`config.mk`:
```
export PLATFORM = sky130hd
export DESIGN_NAME = agu_top
export DESIGN_NICKNAME = d
export VERILOG_FILES = /design/src/rtl/agu_pkg.sv /design/src/rtl/agu_regs.sv /design/src/rtl/agu_circ.sv /design/src/rtl/agu_revcarry.sv /design/src/rtl/agu_top.sv
export SDC_FILE = /design/constraint.sdc
export NUM_CORES = 2
export LEC_CHECK = 0
export ABC_AREA = 0
export BUFFER_PORTS_ARGS = -buffer_cell sky130_fd_sc_hd__buf_4
export CORE_AREA = 2 2 311 313
export DETAILED_ROUTE_END_ITERATION = 10
export DIE_AREA = 0 0 313 315
export GPL_TIMING_DRIVEN = 0
export PLACE_DENSITY = 0.64
export SYNTH_ARGS = -nofsm -noshare
export SYNTH_HDL_FRONTEND = slang
export SYNTH_HIERARCHICAL = 1
export SYNTH_SLANG_ARGS = --single-unit
```
`constraint.sdc`:
```
create_clock -name clk -period 10.5 [get_ports clk]
set_input_delay 0 -clock clk [delete_from_list [all_inputs] [get_ports clk]]
set_output_delay 0 -clock clk [all_outputs]
set_load 0.05 [all_outputs]
```
`src/rtl/agu_pkg.sv`:
```
// Shared codes for the data address generator.
// Assumes mode is 3 bits wide and the configuration field code is 2 bits wide.
package agu_pkg;
    typedef enum logic [2:0] {
        MODE_HOLD = 3'd0,
        MODE_LIN  = 3'd1,
        MODE_CIRC = 3'd2,
        MODE_REV  = 3'd3
    } agu_mode_e;

    typedef enum logic [1:0] {
        FLD_ADDR = 2'd0,
        FLD_BASE = 2'd1,
        FLD_LEN  = 2'd2,
        FLD_LOGN = 2'd3
    } agu_field_e;
endpackage

```
`src/rtl/agu_regs.sv`:
```
// Register file of the address generator: one address, base, length and
// FFT field size per entry. Assumes that when an access and a configuration
// write hit the same address register, the configuration write wins.
module agu_regs
    import agu_pkg::*;
#(
    parameter int ADDR_W = 32,
    parameter int NREG   = 4,
    parameter int SEL_W  = 2,
    parameter int LOGW   = 6
) (
    input  logic                   clk,
    input  logic                   rst_n,
    input  logic                   upd_en,
    input  logic [SEL_W-1:0]       upd_sel,
    input  logic [ADDR_W-1:0]      upd_val,
    input  logic                   cfg_we,
    input  logic [SEL_W-1:0]       cfg_sel,
    input  logic [1:0]             cfg_field,
    input  logic [ADDR_W-1:0]      cfg_data,
    output logic [NREG*ADDR_W-1:0] ar_flat,
    output logic [NREG*ADDR_W-1:0] base_flat,
    output logic [NREG*ADDR_W-1:0] len_flat,
    output logic [NREG*LOGW-1:0]   logn_flat
);
    for (genvar i = 0; i < NREG; i++) begin : g_entry
        logic [ADDR_W-1:0] ar_r, base_r, len_r;
        logic [LOGW-1:0]   logn_r;
        logic              hit_upd, hit_cfg;

        assign hit_upd = upd_en && (upd_sel == SEL_W'(i));
        assign hit_cfg = cfg_we && (cfg_sel == SEL_W'(i));

        // Update one entry: access write-back first, configuration overrides.
        always_ff @(posedge clk) begin
            if (!rst_n) begin
                ar_r   <= '0;
                base_r <= '0;
                len_r  <= '0;
                logn_r <= '0;
            end else begin
                if (hit_upd) ar_r <= upd_val;
                if (hit_cfg) begin
                    case (cfg_field)
                        FLD_ADDR: ar_r   <= cfg_data;
                        FLD_BASE: base_r <= cfg_data;
                        FLD_LEN:  len_r  <= cfg_data;
                        default:  logn_r <= cfg_data[LOGW-1:0];
                    endcase
                end
            end
        end

        assign ar_flat[i*ADDR_W +: ADDR_W]   = ar_r;
        assign base_flat[i*ADDR_W +: ADDR_W] = base_r;
        assign len_flat[i*ADDR_W +: ADDR_W]  = len_r;
        assign logn_flat[i*LOGW +: LOGW]     = logn_r;
    end
endmodule

```
`src/rtl/agu_circ.sv`:
```
// Circular-buffer step: moves an address by a signed step and folds the
// result back into [base, base+len-1]. Assumes the address is already in
// the buffer and |step| < len; len of 0 returns the address unchanged.
module agu_circ #(
    parameter int ADDR_W = 32
) (
    input  logic [ADDR_W-1:0] cur,
    input  logic [ADDR_W-1:0] step,
    input  logic [ADDR_W-1:0] base,
    input  logic [ADDR_W-1:0] len,
    output logic [ADDR_W-1:0] nxt
);
    localparam int WL = ADDR_W + 2;

    logic signed [WL-1:0] pos, moved, lenx, folded;

    // Offset inside the buffer, stepped, then folded once in either direction.
    always_comb begin
        pos   = $signed({2'b00, cur}) - $signed({2'b00, base});
        moved = pos + $signed({{2{step[ADDR_W-1]}}, step});
        lenx  = $signed({2'b00, len});
        if (moved >= lenx)
            folded = moved - lenx;
        else if (moved < 0)
            folded = moved + lenx;
        else
            folded = moved;
        nxt = (len == '0) ? cur : base + folded[ADDR_W-1:0];
    end
endmodule

```
`src/rtl/agu_revcarry.sv`:
```
// Reverse-carry increment for FFT index order: adds 2^(logn-1) to the low
// logn bits with the carry moving toward bit 0. Bits at logn and above are
// kept. Assumes logn of 0 or above ADDR_W means no change.
module agu_revcarry #(
    parameter int ADDR_W = 32,
    parameter int LOGW   = 6
) (
    input  logic [ADDR_W-1:0] cur,
    input  logic [LOGW-1:0]   logn,
    output logic [ADDR_W-1:0] nxt
);
    logic [ADDR_W-1:0] mirrored, inc, summed;
    logic              in_range;

    assign in_range = (logn != '0) && (int'(logn) <= ADDR_W);

    // Mirror the word, add one at the mirrored top of the field, mirror back.
    always_comb begin
        for (int b = 0; b < ADDR_W; b++) mirrored[b] = cur[ADDR_W-1-b];
        inc = '0;
        if (in_range) inc[ADDR_W - int'(logn)] = 1'b1;
        summed = mirrored + inc;
        for (int b = 0; b < ADDR_W; b++) nxt[b] = summed[ADDR_W-1-b];
    end
endmodule

```
`src/rtl/agu_top.sv`:
```
// Data address generator top. Presents the selected register as the address
// and its post-modified value, and writes that value back on the access edge.
// Assumes OFS_W + 2 < ADDR_W and that acc_sel below NREG names a register.
module agu_top
    import agu_pkg::*;
#(
    parameter int ADDR_W = 32,
    parameter int NREG   = 4,
    parameter int OFS_W  = 16,
    localparam int SEL_W = (NREG > 1) ? $clog2(NREG) : 1,
    localparam int LOGW  = $clog2(ADDR_W + 1)
) (
    input  logic              clk,
    input  logic              rst_n,
    input  logic              acc_req,
    input  logic [SEL_W-1:0]  acc_sel,
    input  logic [2:0]        acc_mode,
    input  logic [OFS_W-1:0]  acc_ofs,
    input  logic [1:0]        acc_esize,
    input  logic              cfg_we,
    input  logic [SEL_W-1:0]  cfg_sel,
    input  logic [1:0]        cfg_field,
    input  logic [ADDR_W-1:0] cfg_data,
    output logic [ADDR_W-1:0] addr_out,
    output logic [ADDR_W-1:0] next_addr
);
    logic [NREG*ADDR_W-1:0] ar_flat, base_flat, len_flat;
    logic [NREG*LOGW-1:0]   logn_flat;
    logic [ADDR_W-1:0]      sel_addr, sel_base, sel_len;
    logic [LOGW-1:0]        sel_logn;
    logic [ADDR_W-1:0]      ofs_ext, step, lin_val, circ_val, rev_val;

    agu_regs #(.ADDR_W(ADDR_W), .NREG(NREG), .SEL_W(SEL_W), .LOGW(LOGW)) u_regs (
        .clk       (clk),
        .rst_n     (rst_n),
        .upd_en    (acc_req),
        .upd_sel   (acc_sel),
        .upd_val   (next_addr),
        .cfg_we    (cfg_we),
        .cfg_sel   (cfg_sel),
        .cfg_field (cfg_field),
        .cfg_data  (cfg_data),
        .ar_flat   (ar_flat),
        .base_flat (base_flat),
        .len_flat  (len_flat),
        .logn_flat (logn_flat)
    );

    // Pick the selected entry's address and its buffer settings.
    always_comb begin
        sel_addr = '0;
        sel_base = '0;
        sel_len  = '0;
        sel_logn = '0;
        for (int i = 0; i < NREG; i++) begin
            if (acc_sel == SEL_W'(i)) begin
                sel_addr = ar_flat[i*ADDR_W +: ADDR_W];
                sel_base = base_flat[i*ADDR_W +: ADDR_W];
                sel_len  = len_flat[i*ADDR_W +: ADDR_W];
                sel_logn = logn_flat[i*LOGW +: LOGW];
            end
        end
    end

    // Sign-extend the element offset and scale it to a byte step.
    always_comb begin
        ofs_ext = {{(ADDR_W-OFS_W){acc_ofs[OFS_W-1]}}, acc_ofs};
        case (acc_esize)
            2'd1:    step = ofs_ext << 1;
            2'd2:    step = ofs_ext << 2;
            default: step = ofs_ext;
        endcase
    end

    assign lin_val = sel_addr + step;

    agu_circ #(.ADDR_W(ADDR_W)) u_circ (
        .cur  (sel_addr),
        .step (step),
        .base (sel_base),
        .len  (sel_len),
        .nxt  (circ_val)
    );

    agu_revcarry #(.ADDR_W(ADDR_W), .LOGW(LOGW)) u_rev (
        .cur  (sel_addr),
        .logn (sel_logn),
        .nxt  (rev_val)
    );

    // Choose the post-modified value from the access mode.
    always_comb begin
        case (acc_mode)
            MODE_LIN:  next_addr = lin_val;
            MODE_CIRC: next_addr = circ_val;
            MODE_REV:  next_addr = rev_val;
            default:   next_addr = sel_addr;
        endcase
    end

    assign addr_out = sel_addr;
endmodule

```
Yosys cells after proc, flatten, opt, wreduce, memory -nomap -nowiden

Cells that the tools add are included.

ROM bits: 0
Memories: 0
Bits in writable memories: 0
Register bits: 408
Logic and storage cells: 107
Output and inout bits: 64
Bits in latches: 0

Equality and inequality tests: 13
Muxes and demuxes: 36
Reductions and logical operators: 28
Multiply operators: 0
Bitwise gates (word level): 1
Shift-type cells: 0
$add $sub $neg: 8
Magnitude comparators: 5
Divide/modulo/power cells: 0

Operators by type and width:

| operator              | number |
|---|---|
| $mux W32              | 28 |
| $add A32 B32 Y32      | 4 |
| $pmux W32 S3          | 1 |
| $add A33 B18 Y34      | 1 |
| $ge A34 B33 Y1        | 1 |
| $lt A34 B1 Y1 const B | 1 |
| $pmux W17 S2          | 1 |
| $sub A32 B32 Y33      | 1 |
| $ge A32 B1 Y1 const B | 1 |
| $logic_not A32 Y1     | 1 |
| $lt A32 B7 Y1 const B | 1 |
| $sub A32 B32 Y32      | 1 |
| $mux W6               | 4 |
| $reduce_and A2 Y1     | 12 |
| $eq A2 B2 Y1 const B  | 6 |
| $logic_and A1 B1 Y1   | 10 |
| $eq A2 B1 Y1 const B  | 4 |
| $sub A6 B6 Y7 const A | 1 |
| $eq A3 B2 Y1 const B  | 2 |
| $le A6 B6 Y1 const B  | 1 |
| $logic_not A2 Y1      | 3 |
| $reduce_bool A6 Y1    | 1 |
| $demux W1 S5          | 1 |
| $eq A3 B1 Y1 const B  | 1 |
| 3 further kinds       | 3 |

Depth between registers and ports, before layout

Depth after elaboration: 16
Gate-level depth with buffers: 63
Mapped depth without buffers: 58

By module

The synthesis kept the hierarchy.

By module, submodules not included:

| module       | instances | area an instance (µm²) | sequential area each (µm²) | cells an instance |
|---|---|---|---|---|
| agu_regs     | 1         | 17160.2                | 8167.8                     | 2061 |
| agu_circ     | 1         | 8729.6                 | 0.0                        | 1274 |
| agu_top      | 1         | 5321.4                 | 0.0                        | 574 |
| agu_revcarry | 1         | 1914.3                 | 0.0                        | 284 |

Least setup slack after synthesis

OpenSTA, ideal clock, no wires.

Kind: input to register
Start point: in acc_sel[0]
End point: reg u_regs.g_entry[1].ar_r[30]
Library setup time: 74 ps
Buffers on the path: 5
Required time: 10426 ps
Data arrival time: 12145 ps
Stages: 59
Path slack: -1719 ps
Cell sequence: buf_2 > buf_2 > buf_2 > buf_2 > mux4_2 > ha_1 > fa_1 > nor2b_1 > o21ai_0 > a21boi_0 > o21ai_0 > nand2b_1 > a31o_2 > a41oi_1 > o21ai_0 > xor2_1 > ha_1 > and4_1 > [... 23 more ...] > a2111o_1 > o22a_1 > and3_1 > o31ai_2 > a2111oi_2 > o41ai_4 > o21ai_1 > or4_1 > a31oi_1 > xor2_1 > o21ai_1 > a211oi_1 > inv_1 > a32oi_1 > o22a_1 > a21oi_1 > nand2_1 > a31oi_1

Longest elaborated chain between the ends: 16

RTL lines:

| item                                              | RTL line                       | RTL |
|---|---|---|
| from (decl)                                       | agu_top.sv:16                  | `input logic [SEL_W-1:0] acc_sel,` |
| $logic_not A2 Y1                                  | agu_top.sv:56                  | `if (acc_sel == SEL_W'(i)) begin` |
| $mux W32 (3 in a row)                             | agu_top.sv:56                  |  |
| $mux W32 (*)                                      | agu_top.sv:56                  |  |
| named net sel_base[0]                             | agu_top.sv:29                  | `logic [ADDR_W-1:0] sel_addr, sel_base, sel_len;` |
| $sub A32 B32 Y33                                  | agu_circ.sv:19                 | `pos = $signed({2'b00, cur}) - $signed({2'b00, base});` |
| $add A33 B18 Y34                                  | agu_circ.sv:20                 | `moved = pos + $signed({{2{step[ADDR_W-1]}}, step});` |
| $add A32 B32 Y32 or $lt A34 B1 Y1 (tied branches) | agu_circ.sv:25, agu_circ.sv:24 |  |
| $mux W32                                          | agu_circ.sv:24                 | `else if (moved < 0)` |
| $mux W32                                          | agu_circ.sv:22                 | `if (moved >= lenx)` |
| $add A32 B32 Y32 (*)                              | agu_circ.sv:28                 | `nxt = (len == '0) ? cur : base + folded[ADDR_W-1:0];` |
| $mux W32 (*)                                      | agu_circ.sv:28                 |  |
| named net circ_val[30]                            | agu_top.sv:31                  | `logic [ADDR_W-1:0] ofs_ext, step, lin_val, circ_val, rev_val;` |
| $pmux W32 S3 (*)                                  | agu_top.sv:93                  | `case (acc_mode)` |
| named net next_addr[30]                           | agu_top.sv:25                  | `output logic [ADDR_W-1:0] next_addr` |
| $mux W32 (*)                                      | agu_regs.sv:42                 | `if (hit_upd) ar_r <= upd_val;` |
| $mux W32                                          | agu_regs.sv:44                 | `case (cfg_field)` |
| $mux W32 (*)                                      | agu_regs.sv:43                 | `if (hit_cfg) begin` |
| to (signal assigned)                              | agu_regs.sv:42                 |  |
| to (signal assigned)                              | agu_regs.sv:45                 | `FLD_ADDR: ar_r <= cfg_data;` |
| to (decl)                                         | agu_regs.sv:27                 | `logic [ADDR_W-1:0] ar_r, base_r, len_r;` |

Mark *: on every way through the listed nets, which the timed path passes. The rest lies on a longest branch.
A chain may end at the register's enable or synchronous reset.

Final worst setup path

Start point: in acc_sel[1]
End point: out next_addr[30]

Longest elaborated chain between the ends: 13

RTL lines:

| item                                              | RTL line |
|---|---|
| $logic_not A2 Y1                                  | agu_top.sv:56 |
| $mux W32 (3 in a row)                             | agu_top.sv:56 |
| $mux W32 (*)                                      | agu_top.sv:56 |
| named net sel_base[0]                             | agu_top.sv:29 |
| $sub A32 B32 Y33                                  | agu_circ.sv:19 |
| $add A33 B18 Y34                                  | agu_circ.sv:20 |
| $add A32 B32 Y32 or $lt A34 B1 Y1 (tied branches) | agu_circ.sv:25, agu_circ.sv:24 |
| $mux W32                                          | agu_circ.sv:24 |
| $mux W32                                          | agu_circ.sv:22 |
| $add A32 B32 Y32 (*)                              | agu_circ.sv:28 |
| $mux W32 (*)                                      | agu_circ.sv:28 |
| named net circ_val[30]                            | agu_top.sv:31 |
| $pmux W32 S3 (*)                                  | agu_top.sv:93 |
| to (decl)                                         | agu_top.sv:25 |

Marks and branches as above.

==> key figures <==
Setup path
  • Crit end category: primary output
  • Most numerous cell on the critical path: buf_4
  • Setup Crit Path Kind: input port to primary output
  • Worst path slowest cell: or4_4
  • CP max FO: 11
  • Max incr delay on CP: 530 ps
  • Req. time, crit path: 10500 ps
  • Critical Path AT: 11710 ps
  • CP Launch Type: input port

STA
  • Hold_ws: 17.6 ps
  • Final Cycle Share: 112%
  • RSZ-0062 raised after global routing: true
  • Worst slew pin tran: 1540 ps
  • Final setup margin: -1210 ps
  • Post-layout min period: 11710 ps
  • Final setup viols: 69
  • Setup TNS: -28410 ps
  • FMAX: 0.0854 GHz
  • Slew margin rel.: -3.66%
  • Hold Fails Final Rpt: 0
  • Fin. max-slew vios: 5
  • Clk_skew: 31.6 ps

Global routing
  • Tot GR Track Use: 27.9%
  • Largest net degree at the start of global routing: 36
  • GRT overflow: 0
  • Vias in the first global route: 34000
  • Initial antenna violation count: 3
  • Wire length of the first global-routing pass: 212000 µm

CTS
  • Worst-path clk slew: 70 ps
  • CTS tree: yes
  • CTS H-Tree Depth: 2
  • Clk buf depth: 3
  • Total CTS buffers: 40
  • CTS root buf: clkbuf_16
  • Clk sink count: 408
  • Clock latency at the later pin of the worst-skew pair: 570 ps

Logic synthesis
  • Post-Syn Area: 33100 µm²
  • Flops & latches, synth: 408
  • Post-synth ARST share: 0%
  • Sequential-to-total area share from yosys stat: 24.7%
  • Predominant post-synthesis flop cell: dfxtp_1
  • Post-Syn Instances: 4193
  • Post-Syn Nets: 4488
  • YS warnings: 6
  • Post-synth EDFFs: 0
  • Cell variety after synth: 107
  • Syn avg cell area: 7.90 µm²

Power and ir drop
  • Leakage: 14.8 nW
  • Maximum VDD drop: 301 µV
  • Pwr/cell area: 256 nW/µm²

Routing
  • Final wirelength: 144000 µm
  • Initial DRC Count: 4701
  • # DRC: 0
  • Via count: 36300
  • Post-DRT Antenna Nets: 0
  • Drt pass-1 iters: 7
  • WL/cell: 24.7 µm
  • Vias per cell: 6.20

Die
  • Initial Utilization: 34.6%
  • FP Rows: 114
  • Core ar.: 95700 µm²
  • Die H: 315 µm
  • Die width: 313 µm
  • Die area: 98600 µm²
  • IO Pins: 127

Place
  • Placed cell count: 5590
  • IO Port Bufs: 119
  • Post-DP HPWL: 108000 µm
  • GPL Wtd Cong: 0.970

Final layout
  • Synthesis-to-layout area growth: 22.4%
  • Finished Layout Cells: 5847
  • Filler instances: 9592
  • Footprint of the multi-input gates: 24300 µm²
  • Nets: 4834
  • Reg area: 8170 µm²
  • Share of cells above drive strength 1: 18.0%
  • Util after Layout: 42.4%

Status
  • Status: finished, violations left
  • Failing checks: capacitance limit, slew limit, setup timing

Worst hold path
  • Hold Path Class: input port to flip-flop

Flow run
  • MaxCap Viol Count: 1
==> registers in the layout, indices dropped and copies added (netlist names) <==
register / cells
u_regs/g_entry.len_r: 128
u_regs/g_entry.logn_r: 24
u_regs/g_entry.base_r: 128
u_regs/g_entry.ar_r: 128
==> timing repair <==
item / in CTS / in global routing
gates cloned: 0 / 0
setup buffers: 112 / 52
hold endpoints to repair: 62 / 0
pin swaps: 132 / 88
gates resized for setup: 209 / 168
endpoints found under the setup margin: 147 / 144
hold buffers: 33 / 0
==> cells in the final DEF (no fill, tap or decap), types with 19 or more instances in the layout <==
cell type and instances:
nand2_1 430, dfxtp_1 405, o21ai_0 389, nand3_1 311, clkbuf_1 271, a21boi_0 249
buf_4 231, ha_1 194, a21oi_1 172, inv_1 144, a31oi_1 144, nor2_1 143
o31ai_1 141, mux4_2 102, a21o_1 89, xnor2_1 71, buf_6 59, xor2_1 49
o21bai_1 43, buf_2 42, clkbuf_16 42, a21boi_1 40, a22oi_1 35, dlygate4sd3_1 33
o22ai_1 32, o21ai_1 31, o21ai_2 31, o21a_1 30, nor3_1 30, a21oi_2 25
nand2b_1 23, nand4_1 19
==> kinds of logic after synthesis <==
kind of cell             synth area share [%]
buffers and inverters                    6.55
flip-flops                               24.7
AO/OA/AOI/OAI                            33.7
multiplexers                             7.19
adder cells (fa/ha/maj)                  8.92
XOR/XNOR                                 3.52
AND/OR/NAND/NOR                          15.4
==> critical path, delay by kind of cell <==
kind | cells | cell delay, ps
AND/OR/NAND/NOR | 10 | 1800
XOR/XNOR | 2 | 340
buffers and inverters | 16 | 2400
adder cells (fa/ha/maj) | 5 | 1320
AO/OA/AOI/OAI | 30 | 5400
multiplexers | 1 | 380
==> per-layer routing <==
metal / up-vias / GRT usage (%) / share of wire [%]
met5: - / 0 / 0
li1: 16300 / - / -
met3: 441 / 6.99 / 11
met4: 0 / 14.1 / 5.6
met1: 17500 / 36.0 / 40
met2: 2063 / 43.2 / 43
==> per-stage QoR <==
stage	power (mW)	setup slack (ps)	cell area, µm²
floorplan	5.69	-239	33400
global placement	7.28	-2680	35900
detailed placement	7.29	-2650	35900
CTS	9.77	-1160	39600
global route	10.9	-1660	40500
finish	10.4	-1210	40500
==> cell type report <==
class	count	share of cell area (%)
flip-flops and latches	408	20.2
plain buffers	361	4.37
multi-input cells	3265	59.8
diodes	1	0.00617
clock inverters	16	0.608
clock buffers	57	2.98
well taps	1276	3.94
repair buffers	312	6.70
inverters	151	1.41
==> path summary, 6_finish.rpt <==
| path | start | endpoint | slack [ps] | cells past startpoint |
|---|---|---|---|---|
| max reg2reg | u_regs/g_entry[3].ar_r[0]$_SDFF_PN0_ | u_regs/g_entry[3].ar_r[30]$_SDFF_PN0_ | -1040 | 58 |
| max | acc_sel[1] | next_addr[30] | -1210 | 64 |
| min | acc_sel[0] | u_regs/g_entry[3].ar_r[31]$_SDFF_PN0_ | 20 | 4 |
| min reg2reg | u_regs/g_entry[3].ar_r[17]$_SDFF_PN0_ | u_regs/g_entry[3].ar_r[17]$_SDFF_PN0_ | 470 | 2 |
==> power breakdown <==
part	switching, mW	total [mW]	internal [mW]
combinational	4.30	7.18	2.88
sequential	0.0201	1.60	1.58
clock	0.658	1.61	0.951
==> synth_stat cells, drive strengths merged (11+ instances only) <==
cell | number | share of area [%]
a211oi | 24 | 0.60
a21boi | 290 | 6.6
a21o | 89 | 2.0
a21oi | 211 | 3.3
a221o | 16 | 0.48
a221oi | 13 | 0.36
a22oi | 37 | 0.84
a31oi | 155 | 2.9
and2 | 12 | 0.23
and3 | 19 | 0.36
buf | 90 | 1.7
clkbuf | 279 | 3.2
dfxtp | 408 | 25
ha | 225 | 8.5
inv | 151 | 1.7
mux4 | 102 | 6.9
nand2 | 448 | 5.1
nand2b | 25 | 0.48
nand3 | 311 | 4.7
nand4 | 19 | 0.36
nor2 | 148 | 1.7
nor2b | 20 | 0.38
nor3 | 37 | 0.57
nor4 | 17 | 0.32
o211ai | 11 | 0.28
o21a | 31 | 0.70
o21ai | 456 | 6.9
o21bai | 48 | 1.1
o221ai | 13 | 0.34
o22a | 18 | 0.48
o22ai | 43 | 0.83
o31ai | 149 | 3.5
or2 | 12 | 0.23
xnor2 | 82 | 2.2
xor2 | 51 | 1.3
(Power assumes the default switching activity.)
